`config.mk`:
```
export PLATFORM = sky130hd
export DESIGN_NAME = gpio_event_ctrl
export DESIGN_NICKNAME = d
export VERILOG_FILES = /design/src/rtl/gpio_event_pkg.sv /design/src/rtl/gpio_pin_sync.sv /design/src/rtl/gpio_pend.sv /design/src/rtl/gpio_regs.sv /design/src/rtl/gpio_event_ctrl.sv
export SDC_FILE = /design/constraint.sdc
export NUM_CORES = 1
export LEC_CHECK = 0
export BUFFER_PORTS_ARGS = -buffer_cell sky130_fd_sc_hd__buf_2
export CAP_MARGIN = 20
export CORE_MARGIN = 2
export CORE_UTILIZATION = 50
export CTS_CLUSTER_DIAMETER = 150
export CTS_CLUSTER_SIZE = 10
export DETAILED_ROUTE_END_ITERATION = 16
export PLACE_DENSITY = 0.73
export SYNTH_ARGS = -nofsm -noshare
export SYNTH_HDL_FRONTEND = slang
export SYNTH_SLANG_ARGS = --single-unit
export TNS_END_PERCENT = 5
```
`constraint.sdc`:
```
create_clock -name clk -period 1.85 [get_ports clk]
set_input_delay 0.37 -clock clk [delete_from_list [all_inputs] [get_ports clk]]
set_output_delay 0.37 -clock clk [all_outputs]
set_load 0.05 [all_outputs]
```
`src/rtl/gpio_event_pkg.sv`:
```
package gpio_event_pkg;

    localparam int BUS_W  = 32;
    localparam int ADDR_W = 8;

    localparam logic [ADDR_W-1:0] OFF_PIN_LVL = 8'h00;
    localparam logic [ADDR_W-1:0] OFF_IN_EN   = 8'h04;
    localparam logic [ADDR_W-1:0] OFF_OUT_EN  = 8'h08;
    localparam logic [ADDR_W-1:0] OFF_OUT_VAL = 8'h0C;
    localparam logic [ADDR_W-1:0] OFF_INVERT  = 8'h40;

    localparam int N_CLASS = 4;

    // class order: rise, fall, high, low (sets the register layout)
    typedef enum logic [1:0] {
        CLS_RISE = 2'd0,
        CLS_FALL = 2'd1,
        CLS_HIGH = 2'd2,
        CLS_LOW  = 2'd3
    } trig_class_e;

    typedef enum logic {
        BUS_IDLE = 1'b0,
        BUS_RESP = 1'b1
    } bus_state_e;

    // enable word of class k sits at 0x18 + 8k, its pending word 4 bytes above
    function automatic logic [ADDR_W-1:0] enable_off(input int k);
        return ADDR_W'(8'h18 + 8 * k);
    endfunction

    function automatic logic [ADDR_W-1:0] pending_off(input int k);
        return ADDR_W'(8'h1C + 8 * k);
    endfunction

endpackage

```
`src/rtl/gpio_pin_sync.sv`:
```
module gpio_pin_sync #(
    parameter int WIDTH  = 32,
    parameter int STAGES = 2
) (
    input  logic             clk,
    input  logic             rst_n,
    input  logic [WIDTH-1:0] d_i,
    output logic [WIDTH-1:0] q_o
);
    logic [STAGES-1:0][WIDTH-1:0] chain_q;

    genvar s;
    generate
        for (s = 0; s < STAGES; s++) begin : g_stage
            if (s == 0) begin : g_first
                always_ff @(posedge clk or negedge rst_n) begin
                    if (!rst_n) chain_q[0] <= '0;
                    else        chain_q[0] <= d_i;
                end
            end else begin : g_next
                always_ff @(posedge clk or negedge rst_n) begin
                    if (!rst_n) chain_q[s] <= '0;
                    else        chain_q[s] <= chain_q[s-1];
                end
            end
        end
    endgenerate

    assign q_o = chain_q[STAGES-1];
endmodule

```
`src/rtl/gpio_pend.sv`:
```
module gpio_pend #(
    parameter int WIDTH = 32
) (
    input  logic             clk,
    input  logic             rst_n,
    input  logic [WIDTH-1:0] en_i,
    input  logic [WIDTH-1:0] set_i,
    input  logic [WIDTH-1:0] clr_i,
    output logic [WIDTH-1:0] pend_o
);
    logic [WIDTH-1:0] pend_q;

    // set overrides a same-cycle clear
    always_ff @(posedge clk or negedge rst_n) begin
        if (!rst_n) pend_q <= '0;
        else        pend_q <= (pend_q & ~clr_i) | set_i;
    end

    assign pend_o = pend_q;

    genvar b;
    generate
        for (b = 0; b < WIDTH; b++) begin : g_chk
            assert_sticky_R8: assert property (@(posedge clk) disable iff (!rst_n)
                (pend_q[b] && !clr_i[b]) |=> pend_q[b]);
            assert_set_wins_R9: assert property (@(posedge clk) disable iff (!rst_n)
                (set_i[b] && clr_i[b]) |=> pend_q[b]);
            assert_gated_R10: assert property (@(posedge clk) disable iff (!rst_n)
                (!en_i[b] && !pend_q[b]) |=> !pend_q[b]);
        end
    endgenerate
endmodule

```
`src/rtl/gpio_regs.sv`:
```
module gpio_regs
    import gpio_event_pkg::*;
#(
    parameter int WIDTH = 32
) (
    input  logic                           clk,
    input  logic                           rst_n,
    input  logic                           req_i,
    input  logic                           we_i,
    input  logic [ADDR_W-1:0]              addr_i,
    input  logic [BUS_W-1:0]               wdata_i,
    output logic [BUS_W-1:0]               rdata_o,
    output logic                           ack_o,
    input  logic [WIDTH-1:0]               pin_sync_i,
    input  logic [N_CLASS-1:0][WIDTH-1:0]  pend_i,
    output logic [WIDTH-1:0]               in_en_o,
    output logic [WIDTH-1:0]               out_en_o,
    output logic [WIDTH-1:0]               out_val_o,
    output logic [WIDTH-1:0]               invert_o,
    output logic [N_CLASS-1:0][WIDTH-1:0]  ie_o,
    output logic [N_CLASS-1:0][WIDTH-1:0]  clr_o
);
    bus_state_e state_q, state_d;
    logic       accept;
    logic       wr_acc;
    logic [WIDTH-1:0] wbits;
    logic [BUS_W-1:0] rd_mux;

    assign accept = req_i && (state_q == BUS_IDLE);
    assign wr_acc = accept && we_i;
    assign wbits  = wdata_i[WIDTH-1:0];

    // state register
    always_ff @(posedge clk or negedge rst_n) begin
        if (!rst_n) state_q <= BUS_IDLE;
        else        state_q <= state_d;
    end

    // transitions: ACCEPT (idle -> resp), RETURN (resp -> idle)
    always_comb begin
        state_d = state_q;
        unique case (state_q)
            BUS_IDLE: if (req_i) state_d = BUS_RESP;
            BUS_RESP: state_d = BUS_IDLE;
            default:  state_d = BUS_IDLE;
        endcase
    end

    // read selection
    always_comb begin
        rd_mux = '0;
        unique case (addr_i)
            OFF_PIN_LVL: rd_mux = BUS_W'(pin_sync_i & in_en_o);
            OFF_IN_EN:   rd_mux = BUS_W'(in_en_o);
            OFF_OUT_EN:  rd_mux = BUS_W'(out_en_o);
            OFF_OUT_VAL: rd_mux = BUS_W'(out_val_o);
            OFF_INVERT:  rd_mux = BUS_W'(invert_o);
            default:     rd_mux = '0;
        endcase
        for (int k = 0; k < N_CLASS; k++) begin
            if (addr_i == enable_off(k))  rd_mux = BUS_W'(ie_o[k]);
            if (addr_i == pending_off(k)) rd_mux = BUS_W'(pend_i[k]);
        end
    end

    // outputs of the bus machine
    always_ff @(posedge clk or negedge rst_n) begin
        if (!rst_n) begin
            ack_o   <= 1'b0;
            rdata_o <= '0;
        end else begin
            ack_o <= accept;
            if (accept) rdata_o <= we_i ? '0 : rd_mux;
        end
    end

    // configuration words
    always_ff @(posedge clk or negedge rst_n) begin
        if (!rst_n) begin
            in_en_o   <= '0;
            out_en_o  <= '0;
            out_val_o <= '0;
            invert_o  <= '0;
            ie_o      <= '0;
        end else if (wr_acc) begin
            if (addr_i == OFF_IN_EN)   in_en_o   <= wbits;
            if (addr_i == OFF_OUT_EN)  out_en_o  <= wbits;
            if (addr_i == OFF_OUT_VAL) out_val_o <= wbits;
            if (addr_i == OFF_INVERT)  invert_o  <= wbits;
            for (int k = 0; k < N_CLASS; k++)
                if (addr_i == enable_off(k)) ie_o[k] <= wbits;
        end
    end

    // write-one-to-clear strobes toward the pending words
    always_comb begin
        for (int k = 0; k < N_CLASS; k++)
            clr_o[k] = (wr_acc && addr_i == pending_off(k)) ? wbits : '0;
    end

    assert_ack_after_accept_R2: assert property (@(posedge clk) disable iff (!rst_n)
        accept |=> ack_o);
    assert_ack_single_R2: assert property (@(posedge clk) disable iff (!rst_n)
        ack_o |=> !ack_o);
    assert_oe_hold_R4: assert property (@(posedge clk) disable iff (!rst_n)
        !(wr_acc && addr_i == OFF_OUT_EN) |=> $stable(out_en_o));
endmodule

```
`src/rtl/gpio_event_ctrl.sv`:
```
module gpio_event_ctrl
    import gpio_event_pkg::*;
#(
    parameter int N_PINS      = 32,
    parameter int SYNC_STAGES = 2
) (
    input  logic              clk,
    input  logic              rst_n,
    input  logic              bus_req,
    input  logic              bus_we,
    input  logic [7:0]        bus_addr,
    input  logic [31:0]       bus_wdata,
    output logic [31:0]       bus_rdata,
    output logic              bus_ack,
    input  logic [N_PINS-1:0] pin_i,
    output logic [N_PINS-1:0] pad_o,
    output logic [N_PINS-1:0] pad_oe,
    output logic [N_PINS-1:0] irq_o
);
    logic [N_PINS-1:0] lvl, prev_q;
    logic [N_PINS-1:0] in_en, out_en, out_val, invert;
    logic [N_CLASS-1:0][N_PINS-1:0] ie, pend, setv, clr;

    gpio_pin_sync #(.WIDTH(N_PINS), .STAGES(SYNC_STAGES)) u_sync (
        .clk(clk), .rst_n(rst_n), .d_i(pin_i), .q_o(lvl)
    );

    always_ff @(posedge clk or negedge rst_n) begin
        if (!rst_n) prev_q <= '0;
        else        prev_q <= lvl;
    end

    assign setv[CLS_RISE] = in_en &  lvl & ~prev_q;
    assign setv[CLS_FALL] = in_en & ~lvl &  prev_q;
    assign setv[CLS_HIGH] = in_en &  lvl;
    assign setv[CLS_LOW]  = in_en & ~lvl;

    genvar k;
    generate
        for (k = 0; k < N_CLASS; k++) begin : g_class
            gpio_pend #(.WIDTH(N_PINS)) u_pend (
                .clk(clk), .rst_n(rst_n), .en_i(in_en),
                .set_i(setv[k]), .clr_i(clr[k]), .pend_o(pend[k])
            );
        end
    endgenerate

    gpio_regs #(.WIDTH(N_PINS)) u_regs (
        .clk(clk), .rst_n(rst_n),
        .req_i(bus_req), .we_i(bus_we), .addr_i(bus_addr), .wdata_i(bus_wdata),
        .rdata_o(bus_rdata), .ack_o(bus_ack),
        .pin_sync_i(lvl), .pend_i(pend),
        .in_en_o(in_en), .out_en_o(out_en), .out_val_o(out_val), .invert_o(invert),
        .ie_o(ie), .clr_o(clr)
    );

    always_comb begin
        irq_o = '0;
        for (int c = 0; c < N_CLASS; c++) irq_o = irq_o | (ie[c] & pend[c]);
    end

    assign pad_o  = out_val ^ invert;
    assign pad_oe = out_en;
endmodule

```
==> results.yml <==
outcome:
  status: "finished, violations left"
  violations: "setup timing"
clock_tree:
  clk_latency_ns: 0.62
  cts_buffer_depth: 3
  clk_pin_slew_ns: 0.06
  cts_inserted_buffers: 57
  cts_root_buf: "clkbuf_16"
  htree_levels: 2
  cts_tree: "built"
  clock_sinks: 513
power:
  p_leak_nw: 13.5
  peakVddDrop_v: 0.000688
  power_density_nw_per_um2: 873
  power_mw: 25.5
cells_and_area:
  drive_gt1_share_pct: 37.4
  final_cell_mix: "512 x dfrtp_1, 249 x mux2_2, 236 x nand2_1"
  syn_to_final_growth_pct: 25.7
  instances_no_fill: 2991
  layout_commonest_cell: "dfrtp_1"
  fillCellCount: 3520
  fin_nets: 2456
worst_setup_path:
  rrSetupSlack_ns: -0.03
  rr_endpoint: "u_regs.out_val_o[13]"
  critPathTopFamily: "flip-flops"
  worstRegToRegCells: 8
  worstPathMaxFanout: 3
  crit_cells: 3
  required_ns: 1.48
  cp_slowest_cell: "dfrtp_1"
  worstSetupStartpointType: "flip-flop"
  path_cells: "a22oi_2, nand2_2, buf_6"
  rr_startpoint: "u_regs.ack_o"
  cp.arrival_ns: 1.56
  crit_buf_inv: 1
  cp-end-kind: "output port"
  worst-setup-path-type: "reg2out"
  cp_slowest_stage_delay_ns: 0.40
drt:
  ant_nets: 0
  route.vias.total: 19783
  drt_wl_total_um: 81900
  post_drt_wl_per_cell_um: 27.4
  drc: 0
  first_pass_iters: 6
  vias_per_cell: 6.61
  first_iter_violations: 2322
timing:
  fin_crit_sh_pct: 104
  min_period_ns: 1.93
  slew_headroom_pct: 56.8
  fmax_ghz: 0.517
  skew_ns: 0.0112
  drv_slew: 0
  whs_ns: 0.126
  hold_viol_final: 0
  setup_viol_count_final: 52
  rsz0062_at_grt: "yes"
  worst_pin_slew_ns: 0.631
  fin_ws_ns: -0.0832
global_route:
  grt_max_degree: 78
  gr-usage-all-layers_pct: 33.9
  grt_overflow: 0
  grt_pass1_vias: 19855
  antenna_found_initial: 3
  grt_pass1_wl_um: 122000
min_path:
  hold_depth: 3
  min_from: "bus_wdata[27]"
  hp-class: "in2reg"
  worstHoldEndpoint: "g_class[3].u_pend.pend_o[27]"
die:
  core_region_area_um2: 46300
  die_area_um2: 48300
  row_count: 79
  die_x_um: 220
  die_h_um: 220
  ios: 205
  start_util_pct: 50.4
yosys:
  synth_edf_count: 0
  syn_inst: 2033
  yosysSeqAreaShare_pct: 55.1
  ys_ff_latch: 513
  syn_area_um2: 23300
  yosysWarnings: 0
  synth_cell_types: 65
  ys.flop_type: "dfrtp_1"
  syn_nets: 2109
  async_flop_share_pct: 100
  syn_avg_cell_area_um2: 11.5
placement:
  portBuffers: 204
  dp_hpwl_um: 53900
  dp.cells: 2873
  place_congestion: 0.944
job:
  maxCapViolCount: 0
worst min-delay path: cells and delay by family:
family	cells	cell delay, ns
buffers and inverters	1	0.17
AO/OA/AOI/OAI	1	0.10
AND/OR/NAND/NOR	1	0.07
per-stage QoR:
stage	TNS, ns	utilization [%]	setup WS, ns	instance area, µm²
2_1_floorplan	-47.54	-	-0.157	23500
3_3_place_gp	-105.68	57.2	-0.523	26400
3_5_place_dp	-118.07	57.2	-0.504	26400
4_1_cts	-2.65	62.8	-0.0984	29000
5_1_grt	-4.34	63.3	-0.103	29300
6_report	-1.47	63.3	-0.0832	29300
area by class of cell:
| cell class | count | area [µm²] | area share (%) |
|---|---|---|---|
| Multi-Input combinational cell | 1355 | 10400 | 35.4 |
| Inverter | 1 | 6.26 | 0.0214 |
| Antenna cell | 1 | 2.50 | 0.00855 |
| Clock buffer | 59 | 1460 | 4.97 |
| Clock inverter | 3 | 47.5 | 0.162 |
| Timing Repair Buffer | 452 | 3790 | 12.9 |
| Tap cell | 607 | 759 | 2.59 |
| Sequential cell | 513 | 12800 | 43.9 |
power breakdown:
group / internal [mW] / switching [mW]
logic: 1.18 / 1.80
clock network: 5.50 / 4.37
registers: 11.9 / 0.758
per-layer routing:
layer	share of wire, %	vias to the layer above	track usage [%]
met3	11	356	8.01
met5	0.028	-	0
li1	-	8190	-
met2	45	1365	52.0
met4	6.1	4	19.0
met1	37	9868	44.4
cell families (layout without fill, tap and decap cells):
kind of cell / after synthesis / in the layout / share of synthesized area (%)
xor gates and xnor gates: 32 / 32 / 1.20
DFF: 513 / 513 / 55.1
other: 0 / 1 / 0
muxes: 270 / 270 / 13.0
buffers and inverters: 165 / 515 / 2.98
AOI/OAI and AO/OA: 576 / 576 / 18.1
and+or+nand+nor: 477 / 477 / 9.61
sequential cells by signal (all words and copies together), names as in the netlist:
register / flops
prev_q: 32
u_regs.ie_o: 128
u_regs.out_val_o: 32
u_regs.out_en_o: 32
g_class.u_pend.pend_o: 128
u_sync.q_o: 32
u_regs.invert_o: 32
u_regs.rdata_o: 32
u_regs.in_en_o: 32
u_sync.chain_q: 32
u_regs.ack_o: 1
worst max path at each step:
stage                         end                         start
3_5_place_dp    u_regs.rdata_o[3]                   bus_addr[4]
2_1_floorplan    u_regs.ie_o[100]                   bus_addr[1]
6_report                irq_o[12]  g_class[3].u_pend.pend_o[12]
4_1_cts                 irq_o[11]               u_regs.ie_o[43]
3_3_place_gp   u_regs.rdata_o[19]                   bus_addr[4]
5_1_grt                 pad_o[22]          u_regs.out_val_o[22]
cells in the mapped netlist (4+ instances only):
| cell | n | area, µm² |
|---|---|---|
| nand3_1 | 26 | 130 |
| a2bb2oi_1 | 6 | 52.6 |
| nor2b_1 | 38 | 238 |
| buf_2 | 39 | 195 |
| a32oi_1 | 4 | 35.0 |
| xor2_1 | 32 | 280 |
| dfrtp_1 | 513 | 12800 |
| a31oi_1 | 18 | 113 |
| o221ai_1 | 5 | 43.8 |
| a22o_1 | 64 | 561 |
| o31a_1 | 7 | 61.3 |
| mux2_1 | 4 | 45.0 |
| o21ai_1 | 5 | 25.0 |
| mux2i_1 | 14 | 140 |
| o211ai_1 | 21 | 158 |
| a21o_1 | 34 | 255 |
| nor3_1 | 32 | 160 |
| or3_1 | 4 | 25.0 |
| clkbuf_1 | 109 | 409 |
| or4_1 | 4 | 30.0 |
| buf_1 | 12 | 45.0 |
| nand2_1 | 260 | 976 |
| a221oi_1 | 11 | 96.3 |
| nor2_1 | 74 | 278 |
| a211oi_1 | 14 | 105 |
| mux2_2 | 252 | 2840 |
| nand3b_1 | 4 | 30.0 |
| o2111ai_1 | 24 | 210 |
| a32o_1 | 11 | 110 |
| nand2b_1 | 4 | 25.0 |
| o22ai_1 | 49 | 307 |
| o2bb2ai_1 | 46 | 403 |
| nor3_2 | 4 | 40.0 |
| a21oi_1 | 61 | 305 |
| a22oi_1 | 81 | 608 |
| o21ai_0 | 78 | 390 |
| o221a_2 | 24 | 270 |
repair_timing:
| item | CTS | global route |
|---|---|---|
| endpoints found under the setup margin | 305 | 147 |
| buffers inserted | 17 | 3 |
| hold endpoints to repair | 59 | 0 |
| hold buffers | 33 | 0 |
| cloned | 2 | 0 |
| gates resized for setup | 156 | 51 |
| pin swaps | 36 | 18 |
Note: power is estimated with default switching activity, not from simulation.
